### config.mk
export PLATFORM = sky130hd
export DESIGN_NAME = cmix_top
export DESIGN_NICKNAME = d
export VERILOG_FILES = /design/src/rtl/cmix_pkg.sv /design/src/rtl/cmix_src.sv /design/src/rtl/cmix_prod.sv /design/src/rtl/cmix_lane.sv /design/src/rtl/cmix_top.sv
export SDC_FILE = /design/constraint.sdc
export NUM_CORES = 2
export LEC_CHECK = 0
export BUFFER_PORTS_ARGS = -buffer_cell sky130_fd_sc_hd__buf_2
export CAP_MARGIN = 20
export CORE_MARGIN = 2
export CORE_UTILIZATION = 25
export DETAILED_ROUTE_END_ITERATION = 8
export GPL_ROUTABILITY_DRIVEN = 0
export GPL_TIMING_DRIVEN = 1
export PLACE_DENSITY = 0.5
export SLEW_MARGIN = 10
export SYNTH_ARGS = -nofsm -noshare
export SYNTH_HDL_FRONTEND = slang
export SYNTH_SLANG_ARGS = --single-unit
### constraint.sdc
create_clock -name clk -period 14.6 [get_ports clk]
set_clock_uncertainty 0.05 [all_clocks]
set_input_delay 0.73 -clock clk [delete_from_list [all_inputs] [get_ports clk]]
set_output_delay 0.73 -clock clk [all_outputs]
set_load 0.005 [all_outputs]
### src/rtl/cmix_pkg.sv
package cmix_pkg;
  typedef enum logic [1:0] {
    SRC_CPLX = 2'd0,
    SRC_REAL = 2'd1,
    SRC_RAMP = 2'd2,
    SRC_ZERO = 2'd3
  } src_sel_e;

  localparam int NPROD = 4;
  // product slots: 0 I*cos, 1 Q*sin, 2 I*sin, 3 Q*cos
  localparam int P_IC = 0;
  localparam int P_QS = 1;
  localparam int P_IS = 2;
  localparam int P_QC = 3;
endpackage

### src/rtl/cmix_src.sv
module cmix_src
  import cmix_pkg::*;
#(
  parameter int DW = 12
) (
  input  logic                 clk,
  input  logic                 rst,
  input  logic                 in_valid,
  input  logic [1:0]           src_sel,
  input  logic signed [DW-1:0] in_i,
  input  logic signed [DW-1:0] in_q,
  input  logic signed [DW-1:0] real_in,
  output logic signed [DW-1:0] src_i,
  output logic signed [DW-1:0] src_q
);
  logic [DW-1:0] ramp;

  always_ff @(posedge clk) begin
    if (rst)           ramp <= '0;
    else if (in_valid) ramp <= ramp + 1'b1;
  end

  always_comb begin
    unique case (src_sel_e'(src_sel))
      SRC_CPLX: begin src_i = in_i;            src_q = in_q;            end
      SRC_REAL: begin src_i = real_in;         src_q = '0;              end
      SRC_RAMP: begin src_i = $signed(ramp);   src_q = $signed(ramp);   end
      default:  begin src_i = '0;              src_q = '0;              end
    endcase
  end
endmodule

### src/rtl/cmix_prod.sv
module cmix_prod #(
  parameter int AW = 12,
  parameter int BW = 12,
  parameter int PW = 12
) (
  input  logic signed [AW-1:0] a,
  input  logic signed [BW-1:0] b,
  input  logic                 rnd,
  output logic signed [PW-1:0] p
);
  localparam int FW = AW + BW;
  localparam int SH = FW - 1 - PW;

  logic signed [FW-1:0] full;
  logic signed [FW:0]   half, biased, shifted;

  always_comb begin
    full    = FW'(a) * FW'(b);
    half    = rnd ? ((FW+1)'(1) <<< (SH-1)) : '0;
    biased  = $signed({full[FW-1], full}) + half;
    shifted = biased >>> SH;
    if (shifted[FW:PW-1] == '0 || shifted[FW:PW-1] == '1)
      p = shifted[PW-1:0];
    else if (shifted[FW])
      p = {1'b1, {(PW-1){1'b0}}};
    else
      p = {1'b0, {(PW-1){1'b1}}};
  end
endmodule

### src/rtl/cmix_lane.sv
module cmix_lane #(
  parameter int PW  = 12,
  parameter int OW  = 12,
  parameter bit SUB = 1'b0
) (
  input  logic signed [PW-1:0] a,
  input  logic signed [PW-1:0] b,
  input  logic                 clr,
  input  logic                 gain,
  output logic signed [OW-1:0] y
);
  localparam int SW = PW + 2;

  logic signed [SW-1:0] ea, eb, sum, scaled;

  assign ea = SW'(a);
  assign eb = clr ? '0 : SW'(b);

  generate
    if (SUB) begin : g_sub
      assign sum = ea - eb;
    end else begin : g_add
      assign sum = ea + eb;
    end
  endgenerate

  always_comb begin
    scaled = gain ? (sum <<< 1) : sum;
    if (scaled[SW-1:OW-1] == '0 || scaled[SW-1:OW-1] == '1)
      y = scaled[OW-1:0];
    else if (scaled[SW-1])
      y = {1'b1, {(OW-1){1'b0}}};
    else
      y = {1'b0, {(OW-1){1'b1}}};
  end
endmodule

### src/rtl/cmix_top.sv
module cmix_top
  import cmix_pkg::*;
#(
  parameter int DW = 12,
  parameter int CW = 12,
  parameter int PW = 12,
  parameter int OW = 12
) (
  input  logic                 clk,
  input  logic                 rst,
  input  logic                 in_valid,
  input  logic [1:0]           src_sel,
  input  logic                 rnd_en,
  input  logic                 gain_en,
  input  logic                 even_only,
  input  logic signed [DW-1:0] in_i,
  input  logic signed [DW-1:0] in_q,
  input  logic signed [DW-1:0] real_in,
  input  logic signed [CW-1:0] nco_cos,
  input  logic signed [CW-1:0] nco_sin,
  output logic                 out_valid,
  output logic signed [OW-1:0] out_i,
  output logic signed [OW-1:0] out_q
);
  logic signed [DW-1:0] src_i, src_q;
  logic signed [DW-1:0] opa [NPROD];
  logic signed [CW-1:0] opb [NPROD];
  logic signed [PW-1:0] prod [NPROD];
  logic signed [PW-1:0] prod_r [NPROD];
  logic                 v1, g1, c1;
  logic signed [OW-1:0] lane_i, lane_q;

  cmix_src #(.DW(DW)) u_src (
    .clk(clk), .rst(rst), .in_valid(in_valid), .src_sel(src_sel),
    .in_i(in_i), .in_q(in_q), .real_in(real_in),
    .src_i(src_i), .src_q(src_q)
  );

  always_comb begin
    opa[P_IC] = src_i; opb[P_IC] = nco_cos;
    opa[P_QS] = src_q; opb[P_QS] = nco_sin;
    opa[P_IS] = src_i; opb[P_IS] = nco_sin;
    opa[P_QC] = src_q; opb[P_QC] = nco_cos;
  end

  generate
    for (genvar k = 0; k < NPROD; k++) begin : g_prod
      cmix_prod #(.AW(DW), .BW(CW), .PW(PW)) u_prod (
        .a(opa[k]), .b(opb[k]), .rnd(rnd_en), .p(prod[k])
      );
      always_ff @(posedge clk) begin
        if (rst) prod_r[k] <= '0;
        else     prod_r[k] <= prod[k];
      end
    end
  endgenerate

  always_ff @(posedge clk) begin
    if (rst) begin
      v1 <= 1'b0; g1 <= 1'b0; c1 <= 1'b0;
    end else begin
      v1 <= in_valid; g1 <= gain_en; c1 <= even_only;
    end
  end

  cmix_lane #(.PW(PW), .OW(OW), .SUB(1'b1)) u_lane_i (
    .a(prod_r[P_IC]), .b(prod_r[P_QS]), .clr(c1), .gain(g1), .y(lane_i)
  );
  cmix_lane #(.PW(PW), .OW(OW), .SUB(1'b0)) u_lane_q (
    .a(prod_r[P_QC]), .b(prod_r[P_IS]), .clr(c1), .gain(g1), .y(lane_q)
  );

  always_ff @(posedge clk) begin
    if (rst) begin
      out_valid <= 1'b0; out_i <= '0; out_q <= '0;
    end else begin
      out_valid <= v1; out_i <= lane_i; out_q <= lane_q;
    end
  end
endmodule

==> reports/results.md <==
### Status
* **status** completed

### Yosys
* **Syn. warnings** 0
* **cell count after synthesis** 2900
* **nets in the synthesized netlist** 3751
* **fraction of post-synthesis cell area in the top cell type by area** 44.1%
* **post-synthesis cell type count** 66
* **number of flip-flops and latches in the synthesized netlist** 88
* **Synth area leader** sky130_fd_sc_hd__fa_1
* **Synth async-reset ratio** 0%
* **cells taking the most area after synthesis** sky130_fd_sc_hd__fa_1 44%, sky130_fd_sc_hd__ha_1 11%, sky130_fd_sc_hd__inv_1 9.8%
* **synthesized cell area** 25700 µm²
* **number of enable flip-flop cells after synthesis** 0
* **sequential area share after synthesis** 6.85%
* **most common flop cell mapped by yosys** sky130_fd_sc_hd__dfxtp_1
* **average cell area after synthesis** 8.86 µm²

### Critical path
* **cell-by-cell trace of the critical path** buf_2 -> nor2b_1 -> nand2_1 -> o21ai_2 -> buf_4 -> nand2_1 -> fa_1 -> inv_1 -> fa_1 -> fa_1 -> fa_1 -> fa_1 -> ha_1 -> a21o_1 -> a21o_1 -> a221o_1 -> a221o_1 -> nor2_2 -> nor2b_1 -> o21a_1 -> nor3_1 -> a211o_1 -> o21ai_0
* **largest driver fanout on the critical path** 25
* **nature of the critical path startpoint** input pin
* **cell mode on critical path** sky130_fd_sc_hd__fa_1
* **Crit. End Element** flip-flop
* **Worst EP arrival** 8.33 ns
* **flop2flop setup slack** 7.39 ns
* **required time at the worst-slack endpoint** 14.78 ns
* **slowest stage cell, crit path** sky130_fd_sc_hd__nor2b_1
* **longest individual stage delay on the worst path** 0.77 ns
* **start-to-end type of the worst setup path** in -> reg

### CTS
* **number of CTS-inserted buffers** 9
* **number of buffers inserted by hold repair at cts** 0
* **clk sinks** 88
* **Clock Tree Root** sky130_fd_sc_hd__clkbuf_16
* **clock latency at the later pin of the worst-skew pair** 0.38 ns
* **Post-CTS Setup Repair Bufs** 0
* **CTS max path bufs** 2
* **H-tree lvl count** 3
* **count of cells resized by post-cts repair** 0
* **TritonCTS clock tree** yes
* **clock-pin slew on the worst setup and hold paths** 0.08 ns

### Global route
* **all-layer global routing usage** 13.9%
* **first-pass GRT wire length** 115000 µm
* **initial antenna violation count** 8
* **number of global-route vias before repair** 20545
* **largest net degree at the start of global routing** 39
* **overflow left after global routing** 0

### Final layout
* **most common cell after layout, fill and taps aside** sky130_fd_sc_hd__inv_1
* **design area** 28000 µm²
* **Sequential cell area** 1760 µm²
* **area of combinational cells with multiple inputs** 21000 µm²
* **layout cell share with drive strength beyond 1** 6.09%
* **signed area change from the synthesized netlist to the final layout** 8.78%
* **utilization after layout** 27.4%
* **leading cell types in the layout, fill and taps excluded** 672 x sky130_fd_sc_hd__inv_1, 566 x sky130_fd_sc_hd__fa_1, 401 x sky130_fd_sc_hd__nand2_1, 217 x sky130_fd_sc_hd__ha_1, 173 x sky130_fd_sc_hd__and2_1
* **# nets final** 3751
* **number of fill cells in the layout** 11037

### Detailed routing
* **routed wire length** 69500 µm
* **antenna viol nets, final** 0
* **first drt pass iteration count** 5
* **via/cell ratio** 4.36
* **per-cell routed wire length** 16.2 µm
* **Post-route DRC** 0
* **Iteration-0 DRC Markers** 808
* **via count of the routed design** 18625

### Timing
* **max_slew headroom** 20.7%
* **timing-limited maximum frequency** 0.123 GHz
* **RSZ-0062 raised after global routing** no
* **Least-Margin Pin Slew** 1.16 ns
* **post-layout minimum cycle time** 8.16 ns
* **endpoints failing hold** 0
* **period utilization** 55.9%
* **max-slew violations** 0
* **endpoints failing setup** 0
* **final sum of negative setup slack** 0 ns
* **Fin Hold WS** 0.399 ns

### Power
* **areal power density over the cells** 154 nW/µm²
* **register share of total power** 10.0%
* **combinational share of power** 84.3%
* **Worst IR Drop VDD** 83.5 µV
* **Cell Int Power** 1.96 mW
* **part of the total power dissipated in the clock network** 5.6%
* **cell leakage power** 14.0 nW
* **switch share** 54.4%
* **power spent charging and discharging nets** 2.34 mW

### Job
* **maxcap violations** 0

### Floorplan
* **width of the chip** 325 µm
* **Placeable Area** 102000 µm²
* **die outline area** 105000 µm²
* **Top-Level Pins** 93
* **Die Ht** 325 µm
* **placement row count** 117
* **Initial Util** 25.2%

### Placement
* **Placed Instance Area** 27600 µm²
* **number of I/O port buffers** 92
* **total half-perimeter wirelength after legalization and detailed placement** 56000 µm

### Hold path
* **class of the most critical hold timing path** reg -> reg

==> power groups by stage <==
| stage | logic (mW) | registers, mW | clock network (mW) |
|---|---|---|---|
| final | 3.62 | 0.431 | 0.242 |
| after global routing | 4.14 | 0.439 | 0.260 |
| after CTS | 3.70 | 0.431 | 0.252 |
| after detailed placement | 3.66 | 0.433 | 0 |
| after global placement | 3.68 | 0.437 | 0 |
| after floorplan | 2.69 | 0.401 | 0 |
==> worst paths after layout <==
check | start | depth (start not counted) | end
setup / recovery | src_sel[1] | 23 | prod_r[0][0]
hold / removal | v1 | 1 | out_valid
setup reg to reg | u_src.ramp[11] | 24 | prod_r[3][0]
hold reg to reg | v1 | 1 | out_valid
==> cells by family (layout without fill, tap and decap cells) <==
family                     after synthesis  after routing  synth area share [%]
other                                    0              3                     0
muxes                                   40             40                  1.56
and+or+nand+nor                        795            795                  14.4
xor gates and xnor gates               107            107                  3.65
DFF                                     88             88                  6.85
buffers and inverters                  802            807                  11.8
adders and majority gates              783            783                  54.6
AOI/OAI and AO/OA                      285            285                  7.11
==> registers in the layout, summed over array words and instances, names as in the netlist <==
register	count
u_src.ramp	12
c1	1
g1	1
prod_r	48
out_q	12
v1	1
out_valid	1
out_i	12
==> synthesized netlist by cell type (all sizes together), types with 3 or more instances <==
master and instances:
a21oi 65, nand2 401, nand4 9, o211ai 7, xnor2 71, buf 8, nand2b 22, nor2b 32
clkbuf 120, nand3 16, fa 566, and2 173, and4 4, a31oi 9, o31a 3, and3 13
dfxtp 88, nor2 95, inv 672, nor3b 3, o21a 11, o22ai 3, o21bai 3, a21o 42
o21ai 95, a31o 3, mux2i 39, nor3 17, a221o 3, xor2 36, a211oi 4, ha 217
o31ai 17, or3 4
==> cell type report <==
cell class                      count  area share, %
Clock inverter                      7          0.268
Timing Repair Buffer              117           2.31
Antenna cell                        3         0.0268
Inverter                          674           9.05
Tap cell                         1368           6.12
Sequential cell                    88           6.30
Multi-Input combinational cell   2010           75.1
Clock buffer                        9          0.805
==> stage by stage <==
| step | std cells | power, mW | setup WS, ns |
|---|---|---|---|
| global placement | 4255 | 4.11 | 6.00 |
| finish | 4276 | 4.29 | 6.44 |
| CTS | 4271 | 4.39 | 6.32 |
| global route | 4273 | 4.84 | 5.86 |
| detailed placement | 4255 | 4.09 | 5.94 |
| floorplan | 2900 | 3.09 | 7.37 |
==> critical path: cells and delay by family <==
family | cells | cell delay, ns
AOI/OAI and AO/OA | 8 | 2.05
adders and majority gates | 6 | 2.79
buffers and inverters | 3 | 1.14
and+or+nand+nor | 6 | 1.60
==> per-layer routing <==
layer / vias up / part of all wire [%] / global-route usage [%]
met2: 357 / 47 / 23.4
met1: 9504 / 44 / 18.1
met3: 90 / 4.5 / 1.95
met4: 6 / 3.6 / 4.83
li1: 8668 / - / -
met5: - / 0.055 / 0
Note: power is estimated with default switching activity, not from simulation.
